[config.mk]
export PLATFORM = sky130hd
export DESIGN_NAME = sleep_seq_top
export DESIGN_NICKNAME = d
export VERILOG_FILES = /design/src/rtl/sleep_seq_pkg.sv /design/src/rtl/sleep_seq_datapath.sv /design/src/rtl/sleep_seq_ctrl.sv /design/src/rtl/sleep_seq_top.sv
export SDC_FILE = /design/constraint.sdc
export NUM_CORES = 1
export LEC_CHECK = 0
export ABC_AREA = 1
export BUFFER_PORTS_ARGS = -buffer_cell sky130_fd_sc_hd__buf_2
export CORE_MARGIN = 10
export CORE_UTILIZATION = 49
export DETAILED_ROUTE_END_ITERATION = 7
export PLACE_DENSITY_LB_ADDON = 0.15
export SYNTH_ARGS = -nofsm -noshare
export SYNTH_HDL_FRONTEND = slang
export SYNTH_SLANG_ARGS = --single-unit
[constraint.sdc]
create_clock -name clk -period 1.6 [get_ports clk]
set_input_delay 0.16 -clock clk [delete_from_list [all_inputs] [get_ports clk]]
set_output_delay 0.16 -clock clk [all_outputs]
set_load 0.02 [all_outputs]
[src/rtl/sleep_seq_pkg.sv]
package sleep_seq_pkg;
  typedef enum logic [2:0] {
    ST_ACTIVE = 3'd0,
    ST_ENTER  = 3'd1,
    ST_DOWN   = 3'd2,
    ST_EXIT   = 3'd3,
    ST_GUARD  = 3'd4
  } seqState_t;

  // strobes from control to datapath
  typedef struct packed {
    logic cntClr;    // restart the phase counter
    logic cfgLatch;  // capture configuration staleness
    logic cfgClr;    // drop pending restart
  } seqStrobe_t;
endpackage

[src/rtl/sleep_seq_datapath.sv]
module sleep_seq_datapath
  import sleep_seq_pkg::*;
#(
  parameter int MIN_WIDTH = 5,
  parameter int EDGE_GAP  = 1,
  parameter int GUARD_CYC = 5,
  parameter int PAD_W     = 8
) (
  input  logic             clk,
  input  logic             rstN,
  input  logic             sleepReqN,
  input  logic             cfgBusy,
  input  logic             cfgDone,
  input  seqStrobe_t       strobe,
  input  logic             inEn,
  input  logic [PAD_W-1:0] padIn,
  output logic [PAD_W-1:0] coreIn,
  output logic             reqHeld,
  output logic             reqQual,
  output logic             enterDone,
  output logic             outAllowed,
  output logic             guardDone,
  output logic             restartPending
);
  localparam int WideMax = (MIN_WIDTH > GUARD_CYC) ? MIN_WIDTH : GUARD_CYC;
  localparam int CntW    = $clog2(WideMax + EDGE_GAP + 1) + 1;
  localparam logic [CntW-1:0] WidthLast = CntW'(MIN_WIDTH - 1);
  localparam logic [CntW-1:0] GapLast   = CntW'(EDGE_GAP - 1);
  localparam logic [CntW-1:0] GapVal    = CntW'(EDGE_GAP);
  localparam logic [CntW-1:0] GuardLast = CntW'(GUARD_CYC - 1);
  localparam logic [CntW-1:0] CntTop    = {CntW{1'b1}};

  logic [1:0]      syncPipe;
  logic [CntW-1:0] widthCnt;
  logic [CntW-1:0] phaseCnt;

  // two-flop synchroniser, internal polarity active high
  always_ff @(posedge clk or negedge rstN) begin
    if (!rstN) syncPipe <= 2'b00;
    else       syncPipe <= {syncPipe[0], ~sleepReqN};
  end
  assign reqHeld = syncPipe[1];

  // pulse-width filter
  always_ff @(posedge clk or negedge rstN) begin
    if (!rstN)                   widthCnt <= '0;
    else if (!reqHeld)           widthCnt <= '0;
    else if (widthCnt < WidthLast) widthCnt <= widthCnt + 1'b1;
  end
  assign reqQual = reqHeld && (widthCnt >= WidthLast);

  // phase counter shared by entry spacing and guard time
  always_ff @(posedge clk or negedge rstN) begin
    if (!rstN)                 phaseCnt <= '0;
    else if (strobe.cntClr)    phaseCnt <= '0;
    else if (phaseCnt != CntTop) phaseCnt <= phaseCnt + 1'b1;
  end
  assign enterDone  = (phaseCnt >= GapLast);
  assign outAllowed = (phaseCnt >= GapVal);
  assign guardDone  = (phaseCnt >= GuardLast);

  // configuration-restart bookkeeping
  always_ff @(posedge clk or negedge rstN) begin
    if (!rstN)                restartPending <= 1'b0;
    else if (strobe.cfgLatch) restartPending <= cfgBusy || !cfgDone;
    else if (strobe.cfgClr)   restartPending <= 1'b0;
  end

  // input forcing
  assign coreIn = inEn ? padIn : '0;
endmodule

[src/rtl/sleep_seq_ctrl.sv]
module sleep_seq_ctrl
  import sleep_seq_pkg::*;
(
  input  logic       clk,
  input  logic       rstN,
  input  logic       reqHeld,
  input  logic       reqQual,
  input  logic       enterDone,
  input  logic       outAllowed,
  input  logic       guardDone,
  input  logic       restartPending,
  output seqStrobe_t strobe,
  output logic       inEn,
  output logic       gsr,
  output logic       outEn,
  output logic       ready,
  output logic       cfgRestart
);
  seqState_t state, stateNext;

  always_ff @(posedge clk or negedge rstN) begin
    if (!rstN) state <= ST_ACTIVE;
    else       state <= stateNext;
  end

  always_comb begin
    stateNext = state;
    unique case (state)
      ST_ACTIVE: if (reqQual)   stateNext = ST_ENTER;
      ST_ENTER:  if (enterDone) stateNext = ST_DOWN;
      ST_DOWN:   if (!reqHeld)  stateNext = ST_EXIT;
      ST_EXIT:                  stateNext = ST_GUARD;
      ST_GUARD:  if (guardDone) stateNext = ST_ACTIVE;
      default:                  stateNext = ST_ACTIVE;
    endcase
  end

  always_comb begin
    strobe.cntClr   = (stateNext != state);
    strobe.cfgLatch = (state == ST_ACTIVE) && reqQual;
    strobe.cfgClr   = (state == ST_EXIT);
  end

  assign inEn       = (state == ST_ACTIVE) || (state == ST_EXIT) || (state == ST_GUARD);
  assign gsr        = (state == ST_ENTER) || (state == ST_DOWN) || (state == ST_EXIT);
  assign outEn      = (state == ST_ACTIVE) || (state == ST_ENTER) ||
                      ((state == ST_GUARD) && outAllowed);
  assign ready      = (state == ST_ACTIVE);
  assign cfgRestart = (state == ST_EXIT) && restartPending;
endmodule

[src/rtl/sleep_seq_top.sv]
module sleep_seq_top
  import sleep_seq_pkg::*;
#(
  parameter int MIN_WIDTH = 5,
  parameter int EDGE_GAP  = 1,
  parameter int GUARD_CYC = 5,
  parameter int PAD_W     = 8
) (
  input  logic             clk,
  input  logic             rstN,
  input  logic             sleepReqN,
  input  logic             cfgBusy,
  input  logic             cfgDone,
  input  logic [PAD_W-1:0] padIn,
  output logic [PAD_W-1:0] coreIn,
  output logic             inEn,
  output logic             gsr,
  output logic             outEn,
  output logic             ready,
  output logic             cfgRestart
);
  seqStrobe_t strobe;
  logic reqHeld, reqQual, enterDone, outAllowed, guardDone, restartPending;

  sleep_seq_datapath #(
    .MIN_WIDTH(MIN_WIDTH), .EDGE_GAP(EDGE_GAP),
    .GUARD_CYC(GUARD_CYC), .PAD_W(PAD_W)
  ) u_dp (
    .clk(clk), .rstN(rstN), .sleepReqN(sleepReqN),
    .cfgBusy(cfgBusy), .cfgDone(cfgDone), .strobe(strobe),
    .inEn(inEn), .padIn(padIn), .coreIn(coreIn),
    .reqHeld(reqHeld), .reqQual(reqQual), .enterDone(enterDone),
    .outAllowed(outAllowed), .guardDone(guardDone),
    .restartPending(restartPending)
  );

  sleep_seq_ctrl u_ctrl (
    .clk(clk), .rstN(rstN), .reqHeld(reqHeld), .reqQual(reqQual),
    .enterDone(enterDone), .outAllowed(outAllowed), .guardDone(guardDone),
    .restartPending(restartPending), .strobe(strobe),
    .inEn(inEn), .gsr(gsr), .outEn(outEn), .ready(ready),
    .cfgRestart(cfgRestart)
  );
endmodule

==> results of run 1 <==
==> synth_stat cells <==
library cell | n | area, µm²
o21bai_1 | 1 | 7.51
ha_1 | 4 | 50.1
o21ai_1 | 1 | 5.00
nand3_2 | 1 | 10.0
o22ai_1 | 1 | 6.26
nand4_1 | 1 | 6.26
a21oi_4 | 1 | 16.3
nor2_4 | 1 | 11.3
nand2_4 | 2 | 22.5
a21oi_1 | 1 | 5.00
nand2_2 | 1 | 6.26
inv_2 | 5 | 18.8
nor3b_1 | 1 | 7.51
xnor2_1 | 1 | 8.76
or2_2 | 1 | 6.26
nor2_2 | 3 | 18.8
nand2_1 | 9 | 33.8
xor2_1 | 1 | 8.76
o31ai_1 | 1 | 7.51
o21a_1 | 1 | 7.51
nor2_1 | 15 | 56.3
o21ai_0 | 1 | 5.00
nand3_4 | 1 | 17.5
dfrtp_1 | 14 | 350
nand3_1 | 5 | 25.0
nor3_2 | 4 | 40.0
inv_1 | 19 | 71.3
==> kinds of logic (layout without fill, tap and decap cells) <==
family,Yosys count,count (layout),share of synthesized area
xor gates and xnor gates,2,2,0.0211
DFF,14,14,0.422
and+or+nand+nor,45,45,0.315
adders and majority gates,4,4,0.0603
buffers and inverters,24,56,0.109
AOI/OAI and AO/OA,8,8,0.0724
==> placed cells by master (no fill, tap or decap) <==
master and count:
or2_2 1, dfrtp_1 10, nor2_1 15, nand2_4 2
dfrtp_2 4, nand3_4 2, o21bai_1 1, nor3_2 4
o21ai_0 1, xor2_1 1, buf_4 6, buf_2 22
nor2_4 2, nand2_2 1, nor2_2 2, clkbuf_4 3
nand3_1 5, o22ai_1 1, xnor2_1 1, inv_1 18
a21oi_1 1, ha_1 4, inv_4 1, dlygate4sd3_1 1
o21ai_1 1, nand2_1 9, nand4_1 1, inv_2 5
nor3b_1 1, a21oi_4 1, o21a_1 1, o31ai_1 1
==> routing by layer <==
metal  share of wire  routed length [µm]  track usage  vias to the layer above
li1                -                   -            -                      362
met1            0.42                 745        0.116                      306
met2            0.40                 718        0.152                       30
met3            0.17                 307       0.0514                        3
met4          0.0045                   8       0.0293                        0
met5               0                   0            0                        -
==> worst max-delay path, cell delays in order (launching register included) <==
cell,delay (ns)
dfrtp_2,0.46
nor2_4,0.15
inv_1,0.06
nor3b_1,0.19
o22ai_1,0.09
buf_2,0.17
==> registers in the layout (all words and copies together), names as in the netlist <==
| name | cells |
|---|---|
| u_dp.phaseCnt | 4 |
| u_dp.widthCnt | 4 |
| u_ctrl.state | 3 |
| u_dp.syncPipe | 2 |
| u_dp.restartPending | 1 |
==> stage by stage <==
step	power [µW]	hold WS [ns]
2_1_floorplan	1400	-0.136
3_3_place_gp	1670	0.0686
3_5_place_dp	1690	0.0778
4_1_cts	1900	0.0123
5_1_grt	2160	0.0121
6_report	1980	0.0181
==> how the worst max path moves through the flow <==
stage / start / to / slack, ns / depth (start not counted)
after floorplan: u_ctrl.state[2] / coreIn[0] / 0.29 / 5
after global placement: u_dp.phaseCnt[2] / outEn / 0.35 / 5
after detailed placement: u_dp.phaseCnt[2] / outEn / 0.31 / 5
after CTS: u_dp.phaseCnt[2] / outEn / 0.02 / 5
after global routing: u_dp.phaseCnt[2] / outEn / 0.0005 / 5
final: u_dp.phaseCnt[2] / outEn / 0.05 / 5
==> power by group <==
part           switching [µW]  total (µW)  internal (µW)
Sequential                128         592            464
Combinational             734        1200            461
Clock                     107         194           87.1
Total                     969        1980           1010
==> final cells by class <==
| cell class | instances | area (µm²) | area share |
|---|---|---|---|
| inverter | 24 | 92.6 | 0.0876 |
| clock buffer | 3 | 22.5 | 0.0213 |
| tap | 16 | 20.0 | 0.0189 |
| sequential | 14 | 355 | 0.336 |
| timing repair buffer | 29 | 165 | 0.156 |
| multi-input combinational | 59 | 402 | 0.380 |
==> timing repair <==
action | 4_1_cts | 5_1_grt
endpoints found under the setup margin | 1 | 9
gates resized for setup | 1 | 10
hold buffers | 1 | 0
endpoints found under the hold margin | 14 | 0
buffers inserted | 0 | 3
==> flow_summary_export.csv, run 1 <==
group,metric,value,unit
setup_path,crit_type,"reg -> out",
grt,antenna_found_initial,0,
cts,clk_pin_slew,0.08,ns
synthesis,syn_nets,114,
setup_path,reg2reg_from,"u_dp.phaseCnt[0]",
sta,fin_ws,0.0505,ns
sta,slew_viol_final,0,
drt,num_vias,701,
layout,syn_to_final_growth,27.5,%
pwr,p_leak,0.000592,µW
setup_path,timing.rr.end,"u_dp.phaseCnt[2]",
die,die_y,61.1,µm
synthesis,yosysSeqAreaShare,0.422,
drt,viasPerCell,4.83,
sta,finClkSkew,0.00529,ns
sta,hold_viol,0,
drt,wl_per_cell,12.3,µm
placed_design,dp_slack,0.307,ns
drt,first_iter_violations,28,
die,rows,14,
setup_path,cp.arrival,1.39,ns
layout,nets,148,
layout,final_area,1060,µm²
pwr,ir_worst_vdd,962,µV
sta,rsz0062_at_grt,"no",
synthesis,synth_area,830,µm²
die,die_w,61.1,µm
cts,cts.sinks,14,
worst_hold_path,hp-start,"sleepReqN",
sta,fin_crit,1.55,ns
worst_hold_path,min_delay_worst_endpoint,"u_dp.syncPipe[0]",
die,die-area,3740,µm²
synthesis,avgSynthCellArea,8.55,µm²
pwr,power_per_cell_area,1870,nW/µm²
worst_hold_path,min_path_type,"in -> reg",
sta,worst_slew_pin_slew,0.319,ns
cts,clock_latency,0.27,ns
layout,num-fill-cells,127,
setup_path,end_kind,"primary output",
layout,diodes,0,
grt,grt_start_max_net_pins,15,
sta,post-route-period-util,0.968,
flow_run,cap_violations,0,
sta,tns,0,ns
sta,setup_viol,0,
synthesis,ys_types,27,
cts,htree_levels,1,
sta,slew_headroom,0.787,
die,num_io_pins,26,
placed_design,placed_cells,138,
worst_hold_path,timing.hold.worst_path_depth,2,
layout,final_util,0.678,
drt,drt-total-wl,1.78,mm
placed_design,dp_hpwl,1.41,mm
setup_path,rrSetupSlack,0.22,ns
synthesis,ys_ff_latch,14,
drt,drtPass1Iterations,4,
cts,cts_buffers,3,
sta,max_freq,645,MHz
synthesis,postSynthCellCount,97,
layout,stdcell_count,145,
status,status,"finished clean",
placed_design,gp_congestion,0.768,
synthesis,yosys_warnings,0,
grt,overflow,0,
layout,drive_gt1_frac,0.434,
setup_path,crit_fanout,6,
cts,clockRootBuffer,"clkbuf_4",
setup_path,worstRegToRegCells,5,
drt,drcViolationCount,0,
grt,grt_usage,0.0987,
setup_path,cp-start-kind,"register",
placed_design,portBuffers,25,
setup_path,cp.required,1.44,ns
placed_design,placed_area,975,µm²
drt,postRouteAntennaNets,0,
grt,grt_first_pass_wirelength,2.88,mm
die,core_area,1560,µm²
cts,cts_tree,"yes",
cts,clockBufferDepth,2,
grt,grt_pass1_vias,670,
die,start_util,0.532,
Power figures use the tool's default switching activity.
==> inputs of run 2 (changes only) <==
==> constraint.sdc (replaced) <==
create_clock -name clk -period 1.6 [get_ports clk]
set_input_delay 0.24 -clock clk [delete_from_list [all_inputs] [get_ports clk]]
set_output_delay 0.24 -clock clk [all_outputs]
set_load 0.02 [all_outputs]
==> flow_summary_export.csv, run 2 (synthesized netlist as in run 1, its figures left out) <==
group,metric,value,unit
layout,final_cell_mix,"buf_4, inv_1, buf_2, nor2_1, dfrtp_1",
grt,overflow,0,
layout,num-fill-cells,102,
drt,wl_per_cell,13.6,µm
cts,cts.sinks,14,
die,die-area,3740,µm²
pwr,power_switching,1070,µW
die,die_w,61.1,µm
cts,htree_levels,1,
placed_design,placed_area,975,µm²
setup_path,reg2reg_from,"u_dp.phaseCnt[0]",
placed_design,dp_hpwl,1.41,mm
cts,clockBufferDepth,2,
die,num_io_pins,26,
sta,rsz0062_at_grt,"yes",
setup_path,end_kind,"primary output",
placed_design,gp_congestion,0.768,
grt,grt_pass1_vias,703,
layout,drive_gt1_frac,0.537,
cts,clockRootBuffer,"clkbuf_4",
worst_hold_path,hp-start,"sleepReqN",
grt,grt_usage,0.103,
layout,final_area,1170,µm²
pwr,p_comb_frac,0.664,
pwr,swShare,0.476,
pwr,power_per_cell_area,1930,nW/µm²
die,core_area,1560,µm²
sta,worst_slew_pin_slew,0.315,ns
layout,syn_to_final_growth,40.6,%
pwr,seqPwrFrac,0.251,
flow_run,cap_violations,0,
grt,grt_start_max_net_pins,15,
pwr,ir_worst_vdd,976,µV
drt,viasPerCell,4.89,
drt,first_iter_violations,24,
pwr,power.share.clock,0.085,
sta,post-route-period-util,0.990,
sta,finClkSkew,0.00527,ns
layout,nets,155,
setup_path,crit_path_start,"u_dp.phaseCnt[1]",
setup_path,cp.required,1.36,ns
die,rows,14,
die,die_y,61.1,µm
sta,max_freq,631,MHz
drt,postRouteAntennaNets,0,
grt,grt_first_pass_wirelength,3.02,mm
die,start_util,0.532,
sta,hold_viol,0,
layout,multi_input_area,439,µm²
setup_path,cp.arrival,1.34,ns
setup_path,crit_type,"reg -> out",
layout,final_common_cell,"buf_4",
layout,regArea,355,µm²
grt,antenna_found_initial,0,
cts,clock_latency,0.27,ns
cts,clk_pin_slew,0.07,ns
cts,cts_tree,"yes",
setup_path,crit_fanout,3,
drt,num_vias,743,
sta,fin_crit,1.58,ns
layout,largestRegisters,"u_dp.phaseCnt x4, u_dp.widthCnt x4, u_ctrl.state x3",
sta,setup_viol,0,
status,status,"finished clean",
cts,cts_buffers,3,
setup_path,cp-start-kind,"register",
layout,diodes,0,
pwr,p_leak,0.000631,µW
placed_design,dp_slack,0.227,ns
drt,drt-total-wl,2.07,mm
pwr,power.internal,1180,µW
drt,drcViolationCount,0,
sta,slew_viol_final,0,
worst_hold_path,min_path_type,"in -> reg",
sta,fin_ws,0.0157,ns
drt,drtPass1Iterations,4,
placed_design,portBuffers,25,
sta,slew_headroom,0.790,
## run 2: changes by cell type in the layout (fill, tap and decap cells not counted), sizes merged
cell | previous run | this run
buf | 28 | 35
## run 2: timing repair
item                       in CTS  in global routing
pin swaps                       0                  3
hold buffers                    1                  0
hold endpoints to repair       14                  0
gates resized for setup         6                 24
setup endpoints to repair       9                  9
buffers inserted                3                  7
## run 2: power groups by stage
| stage | Clock [µW] | Combinational, µW | Sequential [µW] |
|---|---|---|---|
| floorplan | 0 | 843 | 553 |
| global placement | 0 | 1100 | 573 |
| detailed placement | 0 | 1110 | 579 |
| CTS | 201 | 1220 | 557 |
| global route | 217 | 1630 | 576 |
| finish | 191 | 1490 | 565 |
## run 2: worst paths after layout
check / slack [ns] / endpoint / cells past startpoint
max: 0.02 / outEn / 5
min: 0.1 / u_dp.syncPipe[0] / 2
max reg2reg: 0.17 / u_dp.phaseCnt[2] / 5
min reg2reg: 0.35 / u_dp.syncPipe[1] / 0
max in group asynchronous: 0.95 / u_dp.phaseCnt[2] / 2
min in group asynchronous: 0.39 / u_dp.restartPending / 2
## run 2: metrics by stage
stage,hold slack [ns],power [µW],cells,utilization,setup TNS (ns)
floorplan,-0.0556,1400,97,-,0
detailed placement,0.158,1690,138,0.625,0
finish,0.0997,2250,152,0.748,0
global placement,0.149,1670,138,0.625,0
global route,0.0921,2420,152,0.748,-0.122
CTS,0.0923,1970,145,0.669,0
## run 2: cell type report
| cell class | count | share of cell area |
|---|---|---|
| clock buffers | 3 | 0.0193 |
| inverters | 24 | 0.0794 |
| well taps | 16 | 0.0172 |
| flip-flops and latches | 14 | 0.305 |
| multi-input cells | 59 | 0.377 |
| repair buffers | 36 | 0.203 |
## run 2: worst max-delay path: stages, from the launching register on
cell,delay [ns]
dfrtp_1,0.39
inv_2,0.08
ha_2,0.17
nor3b_2,0.17
o22ai_1,0.10
buf_4,0.16
## run 2: per-layer routing
| metal | routed length (µm) | GRT usage |
|---|---|---|
| met1 | 857 | 0.121 |
| met3 | 290 | 0.0535 |
| met2 | 916 | 0.160 |
| met4 | 10 | 0.0293 |
| met5 | 0 | 0 |
